[config.mk]
export PLATFORM = sky130hd
export DESIGN_NAME = twl_top
export DESIGN_NICKNAME = d
export VERILOG_FILES = /design/src/rtl/twl_pkg.sv /design/src/rtl/twl_desc_decode.sv /design/src/rtl/twl_addr_gen.sv /design/src/rtl/twl_ctrl.sv /design/src/rtl/twl_top.sv
export SDC_FILE = /design/constraint.sdc
export NUM_CORES = 1
export LEC_CHECK = 0
export ABC_AREA = 1
export BUFFER_PORTS_ARGS = -buffer_cell sky130_fd_sc_hd__buf_2
export CAP_MARGIN = 20
export CORE_UTILIZATION = 35
export DETAILED_ROUTE_END_ITERATION = 10
export PLACE_DENSITY = 0.66
export RECOVER_POWER = 50
export SETUP_SLACK_MARGIN = 0.2
export SKIP_CTS_REPAIR_TIMING = 1
export SLEW_MARGIN = 20
export SYNTH_ARGS = -nofsm -noshare
export SYNTH_HDL_FRONTEND = slang
export SYNTH_SLANG_ARGS = --single-unit
[constraint.sdc]
create_clock -name clk -period 2.25 [get_ports clk]
set_clock_uncertainty 0.2 [all_clocks]
set_input_delay 0.3375 -clock clk [delete_from_list [all_inputs] [get_ports clk]]
set_output_delay 0.3375 -clock clk [all_outputs]
set_load 0.01 [all_outputs]
[src/rtl/twl_pkg.sv]
package twl_pkg;
   typedef enum logic [2:0] {
      K_FAULT   = 3'd0,
      K_TABLE   = 3'd1,
      K_SECTION = 3'd2,
      K_SUPER   = 3'd3,
      K_SMALL   = 3'd4,
      K_LARGE   = 3'd5
   } desc_kind_e;

   typedef enum logic [1:0] {
      S_IDLE  = 2'd0,
      S_FETCH1 = 2'd1,
      S_FETCH2 = 2'd2,
      S_RESP  = 2'd3
   } walk_state_e;

   localparam int unsigned TYPE_W   = 2;
   localparam int unsigned REPL_LOG = 4;  // 16 replicated slots
endpackage

[src/rtl/twl_desc_decode.sv]
module twl_desc_decode
   import twl_pkg::*;
#(
   parameter int unsigned ADDR_W  = 32,
   parameter int unsigned L1_BITS = 12,
   parameter int unsigned L2_BITS = 8,
   parameter int unsigned LEVEL   = 1
) (
   input  logic [ADDR_W-1:0] desc,
   input  logic [ADDR_W-1:0] va,
   output desc_kind_e        kind,
   output logic [ADDR_W-1:0] pa
);
   localparam int unsigned SEC_SH   = ADDR_W - L1_BITS;
   localparam int unsigned PAGE_SH  = SEC_SH - L2_BITS;
   localparam int unsigned SUPER_SH = SEC_SH + REPL_LOG;
   localparam int unsigned LARGE_SH = PAGE_SH + REPL_LOG;
   localparam logic [ADDR_W-1:0] ONES = '1;

   logic [ADDR_W-1:0] keep_mask;

   generate
      if (LEVEL == 1) begin : g_first
         always_comb begin
            keep_mask = '0;
            case (desc[TYPE_W-1:0])
               2'b01:   kind = K_TABLE;
               2'b10: begin
                  kind      = K_SECTION;
                  keep_mask = ONES << SEC_SH;
               end
               2'b11: begin
                  kind      = K_SUPER;
                  keep_mask = ONES << SUPER_SH;
               end
               default: kind = K_FAULT;
            endcase
         end
      end else begin : g_second
         always_comb begin
            keep_mask = '0;
            case (desc[TYPE_W-1:0])
               2'b10: begin
                  kind      = K_SMALL;
                  keep_mask = ONES << PAGE_SH;
               end
               2'b01: begin
                  kind      = K_LARGE;
                  keep_mask = ONES << LARGE_SH;
               end
               default: kind = K_FAULT;
            endcase
         end
      end
   endgenerate

   always_comb begin
      if (keep_mask == '0) pa = '0;
      else                 pa = (desc & keep_mask) | (va & ~keep_mask);
   end
endmodule

[src/rtl/twl_addr_gen.sv]
module twl_addr_gen #(
   parameter int unsigned ADDR_W  = 32,
   parameter int unsigned L1_BITS = 12,
   parameter int unsigned L2_BITS = 8,
   parameter int unsigned DESC_LG = 2
) (
   input  logic [ADDR_W-1:0]                 root_base,
   input  logic [ADDR_W-1:0]                 va,
   input  logic [ADDR_W-L2_BITS-DESC_LG-1:0] tbl_base,
   input  logic                              second,
   output logic [ADDR_W-1:0]                 mem_addr
);
   localparam int unsigned ROOT_SH = L1_BITS + DESC_LG;
   localparam int unsigned SEC_SH  = ADDR_W - L1_BITS;
   localparam int unsigned PAGE_SH = SEC_SH - L2_BITS;

   logic [ADDR_W-1:0] first_addr;
   logic [ADDR_W-1:0] second_addr;

   assign first_addr  = {root_base[ADDR_W-1:ROOT_SH], va[ADDR_W-1:SEC_SH],
                         {DESC_LG{1'b0}}};
   assign second_addr = {tbl_base, va[SEC_SH-1:PAGE_SH], {DESC_LG{1'b0}}};
   assign mem_addr    = second ? second_addr : first_addr;
endmodule

[src/rtl/twl_ctrl.sv]
module twl_ctrl
   import twl_pkg::*;
#(
   parameter int unsigned ADDR_W  = 32,
   parameter int unsigned TBL_W   = 22
) (
   input  logic              clk,
   input  logic              rst_n,
   input  logic              req_valid,
   input  logic [ADDR_W-1:0] req_addr,
   input  logic              rsp_ready,
   input  logic              mem_ack,
   input  logic [TBL_W-1:0]  ack_tbl,
   input  desc_kind_e        kind1,
   input  logic [ADDR_W-1:0] pa1,
   input  desc_kind_e        kind2,
   input  logic [ADDR_W-1:0] pa2,
   output walk_state_e       state,
   output logic [ADDR_W-1:0] va_q,
   output logic [TBL_W-1:0]  tbl_q,
   output logic [ADDR_W-1:0] pa_q,
   output logic              fault_q
);
   always_ff @(posedge clk) begin
      if (!rst_n) begin
         state   <= S_IDLE;
         va_q    <= '0;
         tbl_q   <= '0;
         pa_q    <= '0;
         fault_q <= 1'b0;
      end else begin
         case (state)
            S_IDLE: if (req_valid) begin
               va_q  <= req_addr;
               state <= S_FETCH1;
            end
            S_FETCH1: if (mem_ack) begin
               case (kind1)
                  K_TABLE: begin
                     tbl_q <= ack_tbl;
                     state <= S_FETCH2;
                  end
                  K_SECTION, K_SUPER: begin
                     pa_q    <= pa1;
                     fault_q <= 1'b0;
                     state   <= S_RESP;
                  end
                  default: begin
                     pa_q    <= '0;
                     fault_q <= 1'b1;
                     state   <= S_RESP;
                  end
               endcase
            end
            S_FETCH2: if (mem_ack) begin
               if (kind2 == K_SMALL || kind2 == K_LARGE) begin
                  pa_q    <= pa2;
                  fault_q <= 1'b0;
               end else begin
                  pa_q    <= '0;
                  fault_q <= 1'b1;
               end
               state <= S_RESP;
            end
            default: if (rsp_ready) state <= S_IDLE;
         endcase
      end
   end
endmodule

[src/rtl/twl_top.sv]
module twl_top
   import twl_pkg::*;
#(
   parameter int unsigned ADDR_W  = 32,
   parameter int unsigned L1_BITS = 12,
   parameter int unsigned L2_BITS = 8,
   parameter int unsigned DESC_LG = 2
) (
   input  logic              clk,
   input  logic              rst_n,
   input  logic [ADDR_W-1:0] root_base,
   input  logic              req_valid,
   output logic              req_ready,
   input  logic [ADDR_W-1:0] req_addr,
   output logic              rsp_valid,
   input  logic              rsp_ready,
   output logic [ADDR_W-1:0] rsp_pa,
   output logic              rsp_fault,
   output logic [ADDR_W-1:0] rsp_addr,
   output logic              mem_req,
   output logic [ADDR_W-1:0] mem_addr,
   input  logic              mem_ack,
   input  logic [ADDR_W-1:0] mem_rdata
);
   localparam int unsigned TBL_SH = L2_BITS + DESC_LG;
   localparam int unsigned TBL_W  = ADDR_W - TBL_SH;

   if (ADDR_W - L1_BITS - L2_BITS < REPL_LOG + DESC_LG) begin : g_bad_split
      $error("page offset too narrow for replicated descriptors");
   end
   if (L1_BITS < REPL_LOG || L2_BITS < REPL_LOG) begin : g_bad_index
      $error("table index narrower than replication group");
   end
   if (DESC_LG < TYPE_W) begin : g_bad_desc
      $error("descriptor alignment leaves no room for type bits");
   end

   walk_state_e       state;
   logic [ADDR_W-1:0] va_q;
   logic [TBL_W-1:0]  tbl_q;
   logic [ADDR_W-1:0] pa_q;
   logic              fault_q;
   desc_kind_e        kind1, kind2;
   logic [ADDR_W-1:0] pa1, pa2;

   twl_desc_decode #(.ADDR_W(ADDR_W), .L1_BITS(L1_BITS), .L2_BITS(L2_BITS),
                     .LEVEL(1)) u_dec1 (
      .desc(mem_rdata), .va(va_q), .kind(kind1), .pa(pa1));

   twl_desc_decode #(.ADDR_W(ADDR_W), .L1_BITS(L1_BITS), .L2_BITS(L2_BITS),
                     .LEVEL(2)) u_dec2 (
      .desc(mem_rdata), .va(va_q), .kind(kind2), .pa(pa2));

   twl_addr_gen #(.ADDR_W(ADDR_W), .L1_BITS(L1_BITS), .L2_BITS(L2_BITS),
                  .DESC_LG(DESC_LG)) u_agen (
      .root_base(root_base), .va(va_q), .tbl_base(tbl_q),
      .second(state == S_FETCH2), .mem_addr(mem_addr));

   twl_ctrl #(.ADDR_W(ADDR_W), .TBL_W(TBL_W)) u_ctrl (
      .clk(clk), .rst_n(rst_n), .req_valid(req_valid), .req_addr(req_addr),
      .rsp_ready(rsp_ready), .mem_ack(mem_ack),
      .ack_tbl(mem_rdata[ADDR_W-1:TBL_SH]),
      .kind1(kind1), .pa1(pa1), .kind2(kind2), .pa2(pa2),
      .state(state), .va_q(va_q), .tbl_q(tbl_q), .pa_q(pa_q),
      .fault_q(fault_q));

   assign req_ready = (state == S_IDLE);
   assign mem_req   = (state == S_FETCH1) || (state == S_FETCH2);
   assign rsp_valid = (state == S_RESP);
   assign rsp_pa    = pa_q;
   assign rsp_fault = fault_q;
   assign rsp_addr  = va_q;
endmodule

# Word level (Yosys, flattened, before mapping)
# Cells that the tools add are included.
# Widths: inputs -> output; s select.
# totals
reg_bits	89
inputBits	101
wordCells	63
# classes
n_reduce_logical	12
n_eq_ne	15
n_bitwise	8
muxes	23
# op_table
cell	count
$pmux 32 s2	4
$mux 32	6
$and 32x32->32	4
$logic_not 32->1	2
$not 32->32	2
$or 32x32->32	2
$eq 2x2->1 const B	6
$pmux 2 s3	2
$mux 2	4
$ne 2x2->1 const B	4
$reduce_and 4->1	2
$eq 2x1->1 const B	3
$eq 3x3->1 const B	2
$pmux 3 s2	1
$mux 1	4
$pmux 1 s2	2
$reduce_bool 4->1	1
$reduce_and 3->1	1
$logic_not 2->1	1
$logic_or 1x1->1	2
$reduce_and 2->1	1
$reduce_bool 2->1	1
$reduce_or 2->1	1

# Longest topological paths before layout
# logic_depth
word_depth	9
mapped_depth	9
mapped_depth_nobuf	9

# Hierarchy
# A second synthesis with hierarchy kept.
# unflattened
hier_cells	899
area_unflattened_um2	5203.7
# modules_own_cells
mod	instances	seq_area_each_um2	cells_each	area_per_inst_um2
twl_ctrl	1	1781.7	630	4061.4
twl_addr_gen	1	0.0	100	390.4
twl_desc_decode (u_dec2)	1	0.0	87	374.1
twl_desc_decode (u_dec1)	1	0.0	77	332.8
twl_top	1	0.0	5	45.0

# Least setup slack after synthesis
# Ideal clock, no wire load.
# synth_timing
path_kind	register to output
start	reg u_ctrl.state[0]
end	out mem_addr[11]
stages_incl_launch_ff	8
path_buffers	2
t_arrival_ns	1.403
setup_slack_ns	0.309
path_cell_list	dfxtp_1 inv_1 ha_1 inv_2 buf_2 buf_2 nand2_1 o21ai_0
# synth_via
elab_chain_len	2
# synth_lines
item	line	rtl
start: declaration	twl_ctrl.sv:18	output walk_state_e state,
start signal: assignment	twl_ctrl.sv:26	state <= S_IDLE;
start signal: assignment	twl_ctrl.sv:35	state <= S_FETCH1;
start signal: assignment	twl_ctrl.sv:41	state <= S_FETCH2;
$eq 2x2->1	twl_top.sv:57	.second(state == S_FETCH2), .mem_addr(mem_addr));
$mux 32	twl_addr_gen.sv:23	assign mem_addr = second ? second_addr : first_addr;
end: declaration	twl_top.sv:21	output logic [ADDR_W-1:0] mem_addr,
# No other way between the ends.

# Final worst setup path
# layout_timing
start	reg u_ctrl.state[1]
end	out mem_addr[29]
# Same word-level chain as after synthesis.

==> impl_metrics.toml <==
[run_status]
status = "completed"

[layout]
fillCellCount = 1083
final_nets = 824
layout_commonest_cell = "buf_2"
post-route-util = 0.495
final_cell_mix = "buf_2, dfxtp_1, o21ai_0, nor2_1, nand2_1"
area_growth_pct = 34.9
postLayoutCellArea_um2 = 5200
antenna_cells = 0
stdcell_count = 853
layout-drive-gt1-share = 0.237

[drt]
vias = 4079
routed_wl_um = 11500
dr.pass1.iters = 4
drt_iter0_drc = 154
drc_errors = 0
ant_nets = 0
vias_per_cell = 4.78
wl_per_cell_um = 13.5

[logic_synthesis]
synth_cell_types = 21
yosysTopAreaCell = "dfxtp_1"
synth-xor-area-share = 0
netlist_area_um2 = 3860
post_synth.cell_area_avg_um2 = 7.19
syn_inst = 536
ys_warn_count = 0
synth_top_area_share = 0.462
synthTopCellsByArea = "dfxtp_1, o21ai_0, nor2_1"
synth_seq_cells = 89
synth_fa_ha_area_frac = 0.0324
synth_top_family_by_area = "compound AO/OA/AOI/OAI gates"
ys_seq_area_frac = 0.462
synth_simple_gate_area_frac = 0.195
synth.area.mux_share = 0
synth_compound_area_frac = 0.219

[sta]
rsz0062_at_grt = "true"
worst_pin_slew_ns = 0.637
max_freq_ghz = 0.479
setup_viol = 0
slew_violations = 0
hold_viol = 0
slew_headroom = 0.575
fin_crit_sh = 0.928
period_minus_slack_ns = 2.09

[worst_setup_path]
criticalPathCategory = "reg -> out"
cp_max_fo = 9
end_kind = "output port"
cp.arrival_ns = 1.55
critPathRequiredTime_ns = 1.71
regToRegSetupSlack_ns = 0.29
worst_setup_path_start_kind = "register"

[cts]
clkTransAtPathRegs_ns = 0.09
clockBufferDepth = 2
cts_inserted_buffers = 9
cts_max_level = 3
clkLatencyLatePin_ns = 0.35
tritoncts = "done"
cts_root_buffer = "clkbuf_8"
cts_sinks = 89

[run]
max_cap_viol_count = 0

[power_and_ir_drop]
leakage_nw = 2.26
p_per_area_nw_per_um2 = 1070
ir_drop_uv = 427

[floorplan]
die_x_um = 107
die_area_um2 = 11400
core_um2 = 10500
fp-row-count = 37
initial_core_util = 0.367
ios = 201
die_height_um = 107

[global_routing]
gr-total-overflow = 0
grtUsageTotal = 0.196
grt_pass1_vias = 3636
grt_max_degree = 57
antenna_found_initial = 0
grt_pass1_wl_um = 17500

[placed_design]
dpl_cell_area_um2 = 4850
placed_cells = 825
io_buffers = 176
dp_hpwl_um = 8320
gp_congestion = 0.807

[worst_hold_path]
hold_path_class = "in -> reg"
==> state kept, by name, summed over array words and instances, names as in the netlist <==
name            count
u_ctrl.fault_q      1
u_ctrl.pa_q        32
u_ctrl.tbl_q       22
u_ctrl.va_q        32
u_ctrl.state        2
==> power by group <==
part           switching (W)  total [W]  internal, W
clock               0.000568    0.00118     0.000616
combinational        0.00142    0.00229     0.000866
sequential          0.000227    0.00212      0.00189
==> logic make-up after synthesis <==
logic type               count (synthesis)
AND/OR/NAND/NOR                        189
AO/OA/AOI/OAI                          166
flip-flops                              89
buffers and inverters                   81
adder cells (fa/ha/maj)                 10
other                                    1
==> final timing paths <==
path                 endpoint  cells after the start        startpoint
max              mem_addr[29]                      5   u_ctrl.state[1]
min            u_ctrl.va_q[0]                      3       req_addr[0]
max reg2reg    u_ctrl.pa_q[5]                      9   u_ctrl.state[1]
min reg2reg  u_ctrl.tbl_q[18]                      2  u_ctrl.tbl_q[18]
==> metrics by stage <==
step	power (W)	TNS, ns	hold slack, ns	worst slack, ns
2_1_floorplan	0.00337	0	0.225	0.309
3_3_place_gp	0.00415	0	0.235	0.0798
3_5_place_dp	0.00420	-0.0705	0.239	-0.0255
4_1_cts	0.00540	-7.81	0.0113	-0.326
5_1_grt	0.00599	0	0.0147	0.0857
6_report	0.00559	0	0.0298	0.162
==> cell type report <==
cell class	instances	area, um^2	area share
sequential	89	1780	0.342
timing repair inverter	1	6.26	0.00120
timing repair buffer	198	1030	0.199
tap	136	170	0.0327
multi-input combinational	367	1810	0.348
clock inverter	6	83.8	0.0161
clock buffer	9	124	0.0238
inverter	47	195	0.0375
==> per-layer routing <==
layer  vias to the layer above  track usage  part of all wire
met4                         0       0.0822             0.020
met1                      1832        0.252              0.46
met5                         -            0                 0
met3                        16       0.0286             0.053
met2                       132        0.328              0.47
li1                       2099            -                 -
==> cells in the mapped netlist <==
cell type and instances:
clkbuf_2 2, o21bai_1 1, nand2_2 1, dfxtp_1 89, inv_1 45, nand3_1 25
nor2_2 1, clkbuf_1 18, o21ai_0 106, nor2_1 81, buf_4 5, a21boi_0 4
ha_1 10, conb_1 1, buf_6 2, buf_2 7, nand2_1 80, inv_2 2
nor2_4 1, o21ai_1 1, a21oi_1 54
==> worst max-delay path: stages, from the launching register on <==
cell,delay (ns)
dfxtp_1,0.43
ha_4,0.22
clkinv_8,0.10
clkbuf_16,0.17
o21ai_0,0.13
buf_2,0.15
No activity file was read; power rests on OpenSTA's default activity.
